==> src/rtl/sync_pwm_pkg.sv <==
package sync_pwm_pkg;
  typedef enum logic [1:0] {
    SM_FREE    = 2'd0,
    SM_GATED   = 2'd1,
    SM_RESTART = 2'd2,
    SM_TRIGGER = 2'd3
  } slave_mode_e;

  typedef enum logic [2:0] {
    RS_PERIOD  = 3'd0,
    RS_COMPARE = 3'd1,
    RS_START   = 3'd2,
    RS_MODE    = 3'd3,
    RS_ENABLE  = 3'd4
  } reg_sel_e;
endpackage

==> src/rtl/trig_resync.sv <==
module trig_resync #(
  parameter int SYNC_STAGES = 1
) (
  input  logic clk_i,
  input  logic rst_ni,
  input  logic trig_i,
  output logic lvl_o,
  output logic rise_o
);
  logic [SYNC_STAGES-1:0] pipe_q;
  logic                   prev_q;

  always_ff @(posedge clk_i or negedge rst_ni) begin
    if (!rst_ni) begin
      pipe_q <= '0;
      prev_q <= 1'b0;
    end else begin
      pipe_q[0] <= trig_i;
      for (int s = 1; s < SYNC_STAGES; s++) pipe_q[s] <= pipe_q[s-1];
      prev_q <= pipe_q[SYNC_STAGES-1];
    end
  end

  assign lvl_o  = pipe_q[SYNC_STAGES-1];
  assign rise_o = lvl_o & ~prev_q;
endmodule

==> src/rtl/pwm_timer_core.sv <==
module pwm_timer_core
  import sync_pwm_pkg::*;
#(
  parameter int CNT_W     = 16,
  parameter bit IS_MASTER = 1'b0
) (
  input  logic             clk_i,
  input  logic             rst_ni,
  input  logic             wr_en_i,
  input  logic [2:0]       wr_sel_i,
  input  logic [CNT_W-1:0] wr_data_i,
  input  logic             trig_lvl_i,
  input  logic             trig_rise_i,
  output logic             upd_o,
  output logic             pwm_o
);
  logic [CNT_W-1:0] per_pre_q, per_act_q, cmp_pre_q, cmp_act_q, start_q, cnt_q;
  slave_mode_e      mode_q, mode_eff;
  logic             en_q, tick, wrap, restart, arm, upd, en_wr;

  assign mode_eff = IS_MASTER ? SM_FREE : mode_q;
  assign tick     = en_q && (mode_eff != SM_GATED || trig_lvl_i);
  assign wrap     = tick && (cnt_q >= per_act_q);
  assign restart  = en_q && (mode_eff == SM_RESTART) && trig_rise_i;
  assign arm      = !en_q && (mode_eff == SM_TRIGGER) && trig_rise_i;
  assign upd      = wrap || restart;
  assign en_wr    = wr_en_i && (reg_sel_e'(wr_sel_i) == RS_ENABLE);

  // register file (preload side)
  always_ff @(posedge clk_i or negedge rst_ni) begin
    if (!rst_ni) begin
      per_pre_q <= '0;
      cmp_pre_q <= '0;
      start_q   <= '0;
      mode_q    <= SM_FREE;
      en_q      <= 1'b0;
    end else begin
      if (wr_en_i) begin
        case (reg_sel_e'(wr_sel_i))
          RS_PERIOD:  per_pre_q <= wr_data_i;
          RS_COMPARE: cmp_pre_q <= wr_data_i;
          RS_START:   start_q   <= wr_data_i;
          RS_MODE:    mode_q    <= slave_mode_e'(wr_data_i[1:0]);
          default: ;
        endcase
      end
      if (en_wr)    en_q <= wr_data_i[0];
      else if (arm) en_q <= 1'b1;
    end
  end

  // shadows: transparent while stopped, else loaded on update
  always_ff @(posedge clk_i or negedge rst_ni) begin
    if (!rst_ni) begin
      per_act_q <= '0;
      cmp_act_q <= '0;
    end else if (!en_q || upd) begin
      per_act_q <= per_pre_q;
      cmp_act_q <= cmp_pre_q;
    end
  end

  always_ff @(posedge clk_i or negedge rst_ni) begin
    if (!rst_ni)              cnt_q <= '0;
    else if (restart || arm)  cnt_q <= start_q;
    else if (wrap)            cnt_q <= '0;
    else if (tick)            cnt_q <= cnt_q + 1'b1;
  end

  assign upd_o = upd;
  assign pwm_o = cnt_q < cmp_act_q;

  assert_wrap_zero_R1: assert property (@(posedge clk_i) disable iff (!rst_ni)
    (wrap && !restart) |=> cnt_q == '0);
  assert_trig_pulse_R3: assert property (@(posedge clk_i) disable iff (!rst_ni)
    (IS_MASTER && wrap && per_act_q != '0) |=> (!wrap || per_act_q == '0));
  assert_gate_hold_R4: assert property (@(posedge clk_i) disable iff (!rst_ni)
    (en_q && mode_eff == SM_GATED && !trig_lvl_i) |=> $stable(cnt_q));
  assert_restart_load_R5: assert property (@(posedge clk_i) disable iff (!rst_ni)
    restart |=> cnt_q == $past(start_q));
  assert_arm_start_R6: assert property (@(posedge clk_i) disable iff (!rst_ni)
    (arm && !en_wr) |=> (en_q && cnt_q == $past(start_q)));
  assert_shadow_hold_R9: assert property (@(posedge clk_i) disable iff (!rst_ni)
    (en_q && !upd) |=> ($stable(per_act_q) && $stable(cmp_act_q)));
  assert_stop_hold_R11: assert property (@(posedge clk_i) disable iff (!rst_ni)
    (!en_q && !arm) |=> $stable(cnt_q));
endmodule

==> src/rtl/sync_pwm_group.sv <==
module sync_pwm_group
  import sync_pwm_pkg::*;
#(
  parameter int CNT_W       = 16,
  parameter int N_SLV       = 2,
  parameter int SYNC_STAGES = 1,
  localparam int N_TMR      = N_SLV + 1,
  localparam int SEL_W      = $clog2(N_TMR)
) (
  input  logic             clk_i,
  input  logic             rst_ni,
  input  logic             wr_en_i,
  input  logic [SEL_W-1:0] wr_tmr_i,
  input  logic [2:0]       wr_sel_i,
  input  logic [CNT_W-1:0] wr_data_i,
  output logic [N_TMR-1:0] pwm_o,
  output logic [N_TMR-1:0] upd_o
);
  logic trig_lvl, trig_rise;

  trig_resync #(.SYNC_STAGES(SYNC_STAGES)) u_resync (
    .clk_i  (clk_i),
    .rst_ni (rst_ni),
    .trig_i (upd_o[0]),
    .lvl_o  (trig_lvl),
    .rise_o (trig_rise)
  );

  for (genvar i = 0; i < N_TMR; i++) begin : g_tmr
    localparam bit MASTER = (i == 0);
    pwm_timer_core #(.CNT_W(CNT_W), .IS_MASTER(MASTER)) u_core (
      .clk_i       (clk_i),
      .rst_ni      (rst_ni),
      .wr_en_i     (wr_en_i && (wr_tmr_i == SEL_W'(i))),
      .wr_sel_i    (wr_sel_i),
      .wr_data_i   (wr_data_i),
      .trig_lvl_i  (MASTER ? 1'b0 : trig_lvl),
      .trig_rise_i (MASTER ? 1'b0 : trig_rise),
      .upd_o       (upd_o[i]),
      .pwm_o       (pwm_o[i])
    );
  end
endmodule

==> config.mk <==
export PLATFORM = sky130hd
export DESIGN_NAME = sync_pwm_group
export DESIGN_NICKNAME = d
export VERILOG_FILES = /design/src/rtl/sync_pwm_pkg.sv /design/src/rtl/trig_resync.sv /design/src/rtl/pwm_timer_core.sv /design/src/rtl/sync_pwm_group.sv
export SDC_FILE = /design/constraint.sdc
export NUM_CORES = 1
export LEC_CHECK = 0
export ABC_AREA = 1
export BUFFER_PORTS_ARGS = -buffer_cell sky130_fd_sc_hd__clkbuf_2
export CAP_MARGIN = 30
export CORE_UTILIZATION = 57
export CTS_CLUSTER_SIZE = 24
export DETAILED_ROUTE_END_ITERATION = 10
export PLACE_DENSITY = 0.77
export SLEW_MARGIN = 10
export SYNTH_ARGS = -nofsm -noshare
export SYNTH_HDL_FRONTEND = slang
export SYNTH_SLANG_ARGS = --single-unit
==> constraint.sdc <==
create_clock -name clk_i -period 2.03 [get_ports clk_i]
set_input_delay 0.203 -clock clk_i [delete_from_list [all_inputs] [get_ports clk_i]]
set_output_delay 0.203 -clock clk_i [all_outputs]
set_load 0.05 [all_outputs]
==> metrics.csv, run 1 <==
metric;value;unit
GP Congestion;0.899;
maximum fanout along the worst path;3;
largest family of logic cells by synthesized area;simple AND/OR/NAND/NOR gates;
top-level I/O count;30;
clk root buf;clkbuf_16;
Post-Syn Area;14300;µm²
Logic pwr share;45.2;%
CTS buffer count;30;
initial DRC count;1322;
vias per cell;6.04;
Internal;15.9;mW
TritonCTS clock tree;built;
Max Fclk;0.400;GHz
status;finished with violations;
clock share of power;23.7;%
Post-Synth Simple-Gate Area;23.3;%
worst setup path category;reg -> out;
number of synthesized flops with an enable pin;0;
Finish-stage setup viols;106;
port bufs;29;
layout cells sized above 1;22.8;%
CTS H-tree depth;1;
Wirelength per Cell;19.8;µm
Syn Area/Cell;8.58;µm²
CTS clk-pin slew, worst paths;60;ps
Async SR Flop Fraction;100;%
vias in the first global route;12400;
gr ovfl total;0;
initial antenna violation count;1;
failing checks;negative setup slack;
Max-Cap Viols;0;
Placement Setup Slack;-30.2;ps
final layout net count;1898;
RSZ-0062 raised after global routing;true;
Net Sw Frac;39.4;%
clock tree buffer depth;3;
global-route track usage on met3;5.92;%
footprint of the multi-input gates;7060;µm²
P_sw;10.3;mW
row count;57;
Slew Viols, Final;0;
Syn Inst Count;1662;
relative slew slack;59.1;%
P_leak;8.89;nW
top cells by area, synth;dfrtp_1 49%, nand2_1 13%, ha_1 8.4%;
setup tns final;-16190;ps
Hold Vio Cnt, Final;0;
worst skew pair latency;560;ps
die area;25700;µm²
xor/xnor share of the synthesized area;1.78;%
worst min path class;in -> reg;
Starting Density;58.3;%
mux contribution to synthesized area;0;%
Most Crowded Layer GR;met2;
first-pass GRT wire length;62.6;mm
Slew @ Worst Pin;613;ps
area grow syn2layout;25.2;%
commonest non-fill, non-tap cell in the layout;nand2_1;
fin crit share;123;%
Total Power;26.2;mW
commonest cells after routing, fill and taps aside;417 x nand2_1, 271 x dfrtp_1, 164 x inv_1;
Die H;160;µm
routed vias;12800;
Final Core Density;73.0;%
peak supply drop;0.00151;V
PwrDens;1470;nW/µm²
fin crit period;2500;ps
Seq cells post-synth;281;
# clock sinks;281;
dpl hpwl;23.6;mm
Reg power frac;31.1;%
synth unique cells;40;
DP Area;15100;µm²
critical path endpoint category;primary output;
Yosys warning count;0;
setup ws final;-469;ps
Most used DFF post-synth;dfrtp_1;
Worst setup SP type;register;
fin cells;2125;
first-pass iteration count of the detailed router;6;
Reg area;7040;µm²
post-synthesis net count;1782;
aggregate global-route resource usage;30.4;%
Adder-Cell Fraction of Synth Area;8.42;%
Detailed Route WL;42.0;mm
Finished Cell Area;17900;µm²
Critical Path RT;1830;ps
pin count of the biggest net entering global routing;72;
Die Width;160;µm
Global Route met1 Usage;39.6;%
share of the synthesized area in the top cell type;49.3;%
register area share after synthesis;49.3;%
Min Hold Slack;40.1;ps
filler instances;1589;
Inst Count DP;2011;
Core Area;24500;µm²
CP arrival;2300;ps
top cell type by total area after synthesis;dfrtp_1;
met2 Usage GRT;50.0;%
Routed Antenna Nets;0;
Residual DRC;0;
Final Skew;11.4;ps
Synth Area in Compound Gates;9.74;%
final cells by class:
class                           count  share of cell area (%)
Tap cell                          324                    2.27
Antenna cell                        1                  0.0140
Inverter                          179                    3.78
Sequential cell                   281                    39.4
Multi-Input combinational cell   1124                    39.5
Clock inverter                     16                    1.54
Timing Repair Buffer              162                    8.67
Clock buffer                       38                    4.77
cells in the mapped netlist (25+ instances only):
cell / n
a21oi_1: 49
a22oi_1: 26
clkbuf_1: 46
dfrtp_1: 281
ha_1: 96
inv_1: 171
nand2_1: 483
nand3_1: 35
nand4_1: 129
nor2_1: 55
o21ai_0: 148
xor2_1: 25
worst max-delay path, stage by stage, from the launching register on:
cell and delay (ps):
dfrtp_1 400, ha_1 310, nand2_2 80, nor4_4 390, nand2_2 140, nand3_1 90, nand2_1 60, inv_2 110
buf_12 140
logic make-up after synthesis:
group,count (synthesis)
simple gates,746
xor+xnor,29
fa+ha+maj,96
flops,281
compound gates,252
buf+inv,258
final timing paths:
kind,from,endpoint,slack [ps],cells past startpoint
min in group asynchronous,rst_ni,g_tmr[2].u_core.per_pre_q[1]$_DFFE_PN0P_,200,2
max in group asynchronous,rst_ni,g_tmr[2].u_core.per_act_q[11]$_DFFE_PN0P_,1030,3
min reg2reg,g_tmr[2].u_core.cmp_pre_q[0]$_DFFE_PN0P_,g_tmr[2].u_core.cmp_act_q[0]$_DFFE_PN0P_,470,2
min,wr_tmr_i[1],g_tmr[0].u_core.en_q$_DFFE_PN0P_,40,4
max reg2reg,g_tmr[0].u_core.cnt_q[10]$_DFFE_PN0P_,g_tmr[0].u_core.per_act_q[12]$_DFFE_PN0P_,-290,12
max,g_tmr[0].u_core.cnt_q[10]$_DFFE_PN0P_,upd_o[0],-470,8
layer usage:
layer  wire [µm]  vias up
li1            -     5762
met1       16200     6259
met2       20700      642
met3        3200      173
met4        1890        0
met5           0        -
power by group through the flow:
stage                     Combinational, mW  Clock [mW]  Sequential (mW)
after CTS                              9.59        6.22             8.01
after global placement                 7.84           0             8.00
after floorplan                        5.85           0             7.89
final                                  11.9        6.20             8.14
after detailed placement               8.19           0             8.04
after global routing                   12.7        6.47             8.26
flip-flops by register name, indices dropped and copies added, names as in the netlist:
signal and flops:
u_resync.lvl_o 1, g_tmr.u_core.en_q 3, g_tmr.u_core.cmp_act_q 48, g_tmr.u_core.per_pre_q 48
g_tmr.u_core.per_act_q 48, g_tmr.u_core.cnt_q 48, g_tmr.u_core.start_q 32, u_resync.prev_q 1
g_tmr.u_core.cmp_pre_q 48, g_tmr.u_core.mode_eff 4
what timing repair did:
item | CTS | global route
endpoints found under the setup margin | 38 | 150
gates resized for setup | 96 | 134
hold buffers | 2 | 0
hold endpoints to repair | 68 | 0
buffers inserted | 33 | 18
gates cloned | 0 | 11
pin swaps | 41 | 38
(Power assumes the default switching activity.)
==> run 2, diff against run 1 <==
--- a/config.mk
+++ b/config.mk
@@ -12,6 +12,7 @@
 export CTS_CLUSTER_SIZE = 24
 export DETAILED_ROUTE_END_ITERATION = 10
 export PLACE_DENSITY = 0.77
+export SETUP_SLACK_MARGIN = 0.4
 export SLEW_MARGIN = 10
 export SYNTH_ARGS = -nofsm -noshare
 export SYNTH_HDL_FRONTEND = slang
==> metrics.csv, run 2 (synthesis gave the netlist of run 1 again) <==
metric;value;unit;change
worst-path cell chain;ha_1, nand2_1, inv_1, o21bai_1, nand2_1, a21oi_4, nand3_2, nand2_2, inv_4, buf_12;;
routed vias;12700;;-0.74%
CTS buffer count;30;;unchanged
clk root buf;clkbuf_16;;
Slew @ Worst Pin;556;ps;-57.7 ps
Slowest cell on crit path;dfrtp_1;;
first-pass GRT wire length;63.2;mm;+0.87%
FF-to-FF Start;g_tmr[0].u_core.cnt_q[9]$_DFFE_PN0P_;;
crit-path max cell delay;420;ps;+20 ps
vias per cell;5.96;;-1.3%
RSZ-0062 raised after global routing;true;;
failing checks;negative setup slack;;
layout cells sized above 1;30.9;%;+8.1 points
Critical Path RT;1830;ps;about the same
Max Fclk;0.393;GHz;-1.8%
Die Width;160;µm;unchanged
top cell family by delay on the critical path;flip-flops;;
relative slew slack;62.9;%;+3.9 points
port bufs;29;;unchanged
CTS H-tree depth;1;;unchanged
Inst Count DP;2010;;-0.050%
Min Hold Slack;98.0;ps;+57.9 ps
TritonCTS clock tree;built;;
critical path endpoint category;primary output;;
Total Power;28.7;mW;+9.4%
Net Sw Frac;40.1;%;+0.67 points
Die H;160;µm;unchanged
commonest cells after routing, fill and taps aside;321 x nand2_1, 267 x dfrtp_1, 161 x inv_1;;
DP Area;15300;µm²;+1.2%
Most Crowded Layer GR;met2;;
Starting Density;58.3;%;unchanged
die area;25700;µm²;unchanged
worst min path class;in -> reg;;
Wirelength per Cell;20.0;µm;+1.3%
Final Core Density;77.5;%;+4.5 points
Final Skew;24.3;ps;+12.9 ps
Hold Vio Cnt, Final;0;;unchanged
peak supply drop;0.00113;V;-25%
Global Route met1 Usage;41.2;%;+1.6 points
CTS clk-pin slew, worst paths;60;ps;about the same
clock share of power;19.4;%;-4.3 points
Finish-stage setup viols;137;;+29%
global-route track usage on met3;4.39;%;-1.5 points
final layout net count;1910;;+0.63%
CP most frequent cell;nand2_1;;
commonest non-fill, non-tap cell in the layout;nand2_1;;
clock tree buffer depth;3;;unchanged
CP arrival;2340;ps;+40 ps
initial DRC count;1109;;-16%
worst setup path category;reg -> out;;
vias in the first global route;12300;;-0.62%
Buf+Inv Stages, Crit Path;3;;+1
Routed Antenna Nets;0;;unchanged
fin crit period;2540;ps;+44.6 ps
Internal;17.2;mW;+8.2%
P_sw;11.5;mW;+11%
fin cells;2138;;+0.61%
maximum fanout along the worst path;3;;unchanged
ANT cells;0;;-1
Critical Path Start;g_tmr[0].u_core.cnt_q[13]$_DFFE_PN0P_;;
Core Area;24500;µm²;unchanged
Slew Viols, Final;0;;unchanged
setup ws final;-513;ps;-44.6 ps
# clock sinks;281;;unchanged
Finished Cell Area;19000;µm²;+6.2%
PwrDens;1510;nW/µm²;+3.0%
worst hold start;wr_tmr_i[0];;
fin crit share;125;%;+2.2 points
Residual DRC;0;;unchanged
met2 Usage GRT;51.4;%;+1.4 points
filler instances;1481;;-6.8%
first-pass iteration count of the detailed router;5;;-1
Worst setup SP type;register;;
worst skew pair latency;570;ps;about the same
status;finished with violations;;
Reg power frac;28.8;%;-2.3 points
top-level I/O count;30;;unchanged
Max-Cap Viols;0;;unchanged
P_leak;9.51;nW;+6.9%
GP Congestion;0.890;;-1.0%
area grow syn2layout;32.9;%;
initial antenna violation count;0;;-1
row count;57;;unchanged
aggregate global-route resource usage;30.7;%;+0.31 points
Detailed Route WL;42.8;mm;+2.0%
Logic pwr share;51.8;%;+6.6 points
pin count of the biggest net entering global routing;53;;-26%
gr ovfl total;0;;unchanged
dpl hpwl;23.8;mm;+0.81%
## run 2: cell count changes in the layout (fill, tap and decap cells not counted), moves of 5 or more
cell,previous run,this run
nand2_2,66,115
nand2_4,6,53
nand3_1,34,21
clkinv_2,3,10
nand2_1,417,321
buf_4,90,72
buf_12,10,21
nor2_1,54,37
buf_16,0,13
bufinv_16,7,2
nand3_4,1,6
buf_6,26,31
nand3_2,2,10
nor2_4,3,17
## run 2: final cells by class
cell class | instances | area [µm²] | share of cell area (%)
Inverter | 179 | 677 | 3.57
Multi-Input combinational cell | 1123 | 7760 | 40.9
Timing Repair Buffer | 175 | 2060 | 10.9
Clock buffer | 38 | 852 | 4.49
Tap cell | 324 | 405 | 2.14
Sequential cell | 281 | 7050 | 37.2
Clock inverter | 18 | 159 | 0.838
## run 2: power by group through the flow
stage	Combinational, mW	Clock (mW)	Sequential [mW]
3_5_place_dp	8.48	0	8.07
5_1_grt	15.9	5.82	8.40
3_3_place_gp	8.18	0	8.03
6_report	14.8	5.55	8.26
4_1_cts	12.6	5.58	8.07
2_1_floorplan	6.29	0	7.90
## run 2: stage by stage
stage / setup WS (ps) / setup TNS [ps]
3_3_place_gp: 72.7 / 0
4_1_cts: -391 / -21060
2_1_floorplan: 108 / 0
5_1_grt: -575 / -42750
6_report: -513 / -27870
3_5_place_dp: 40.7 / 0
## run 2: repair_timing
item / in CTS / in global routing
gates resized for setup: 208 / 242
pin swaps: 51 / 60
setup endpoints to repair: 151 / 151
hold buffers: 2 / 0
setup buffers: 39 / 13
hold endpoints to repair: 142 / 0
gates cloned: 13 / 5
## run 2: per-layer routing
layer  wire length [µm]  vias to the layer above
li1                   -                     5796
met4               1990                        0
met5                  0                        -
met3               2810                      160
met2              21100                      553
met1              16900                     6232
## run 2: path summary, 6_finish.rpt
path	end	slack (ps)	cells past startpoint
max reg2reg	g_tmr[0].u_core.per_act_q[12]$_DFFE_PN0P_	-420	13
max in group asynchronous	g_tmr[1].u_core.cmp_pre_q[15]$_DFFE_PN0P_	1140	3
min in group asynchronous	g_tmr[1].u_core.cnt_q[9]$_DFFE_PN0P_	190	2
min reg2reg	g_tmr[2].u_core.cmp_act_q[8]$_DFFE_PN0P_	480	2
min	g_tmr[0].u_core.en_q$_DFFE_PN0P_	100	3
max	upd_o[0]	-510	10
## run 2: worst register-to-register path: cells and delay by family (launching register included)
kind,cells,cell delay [ps]
simple gates,6,810
fa+ha+maj,1,300
buf+inv,6,790
flops,1,480
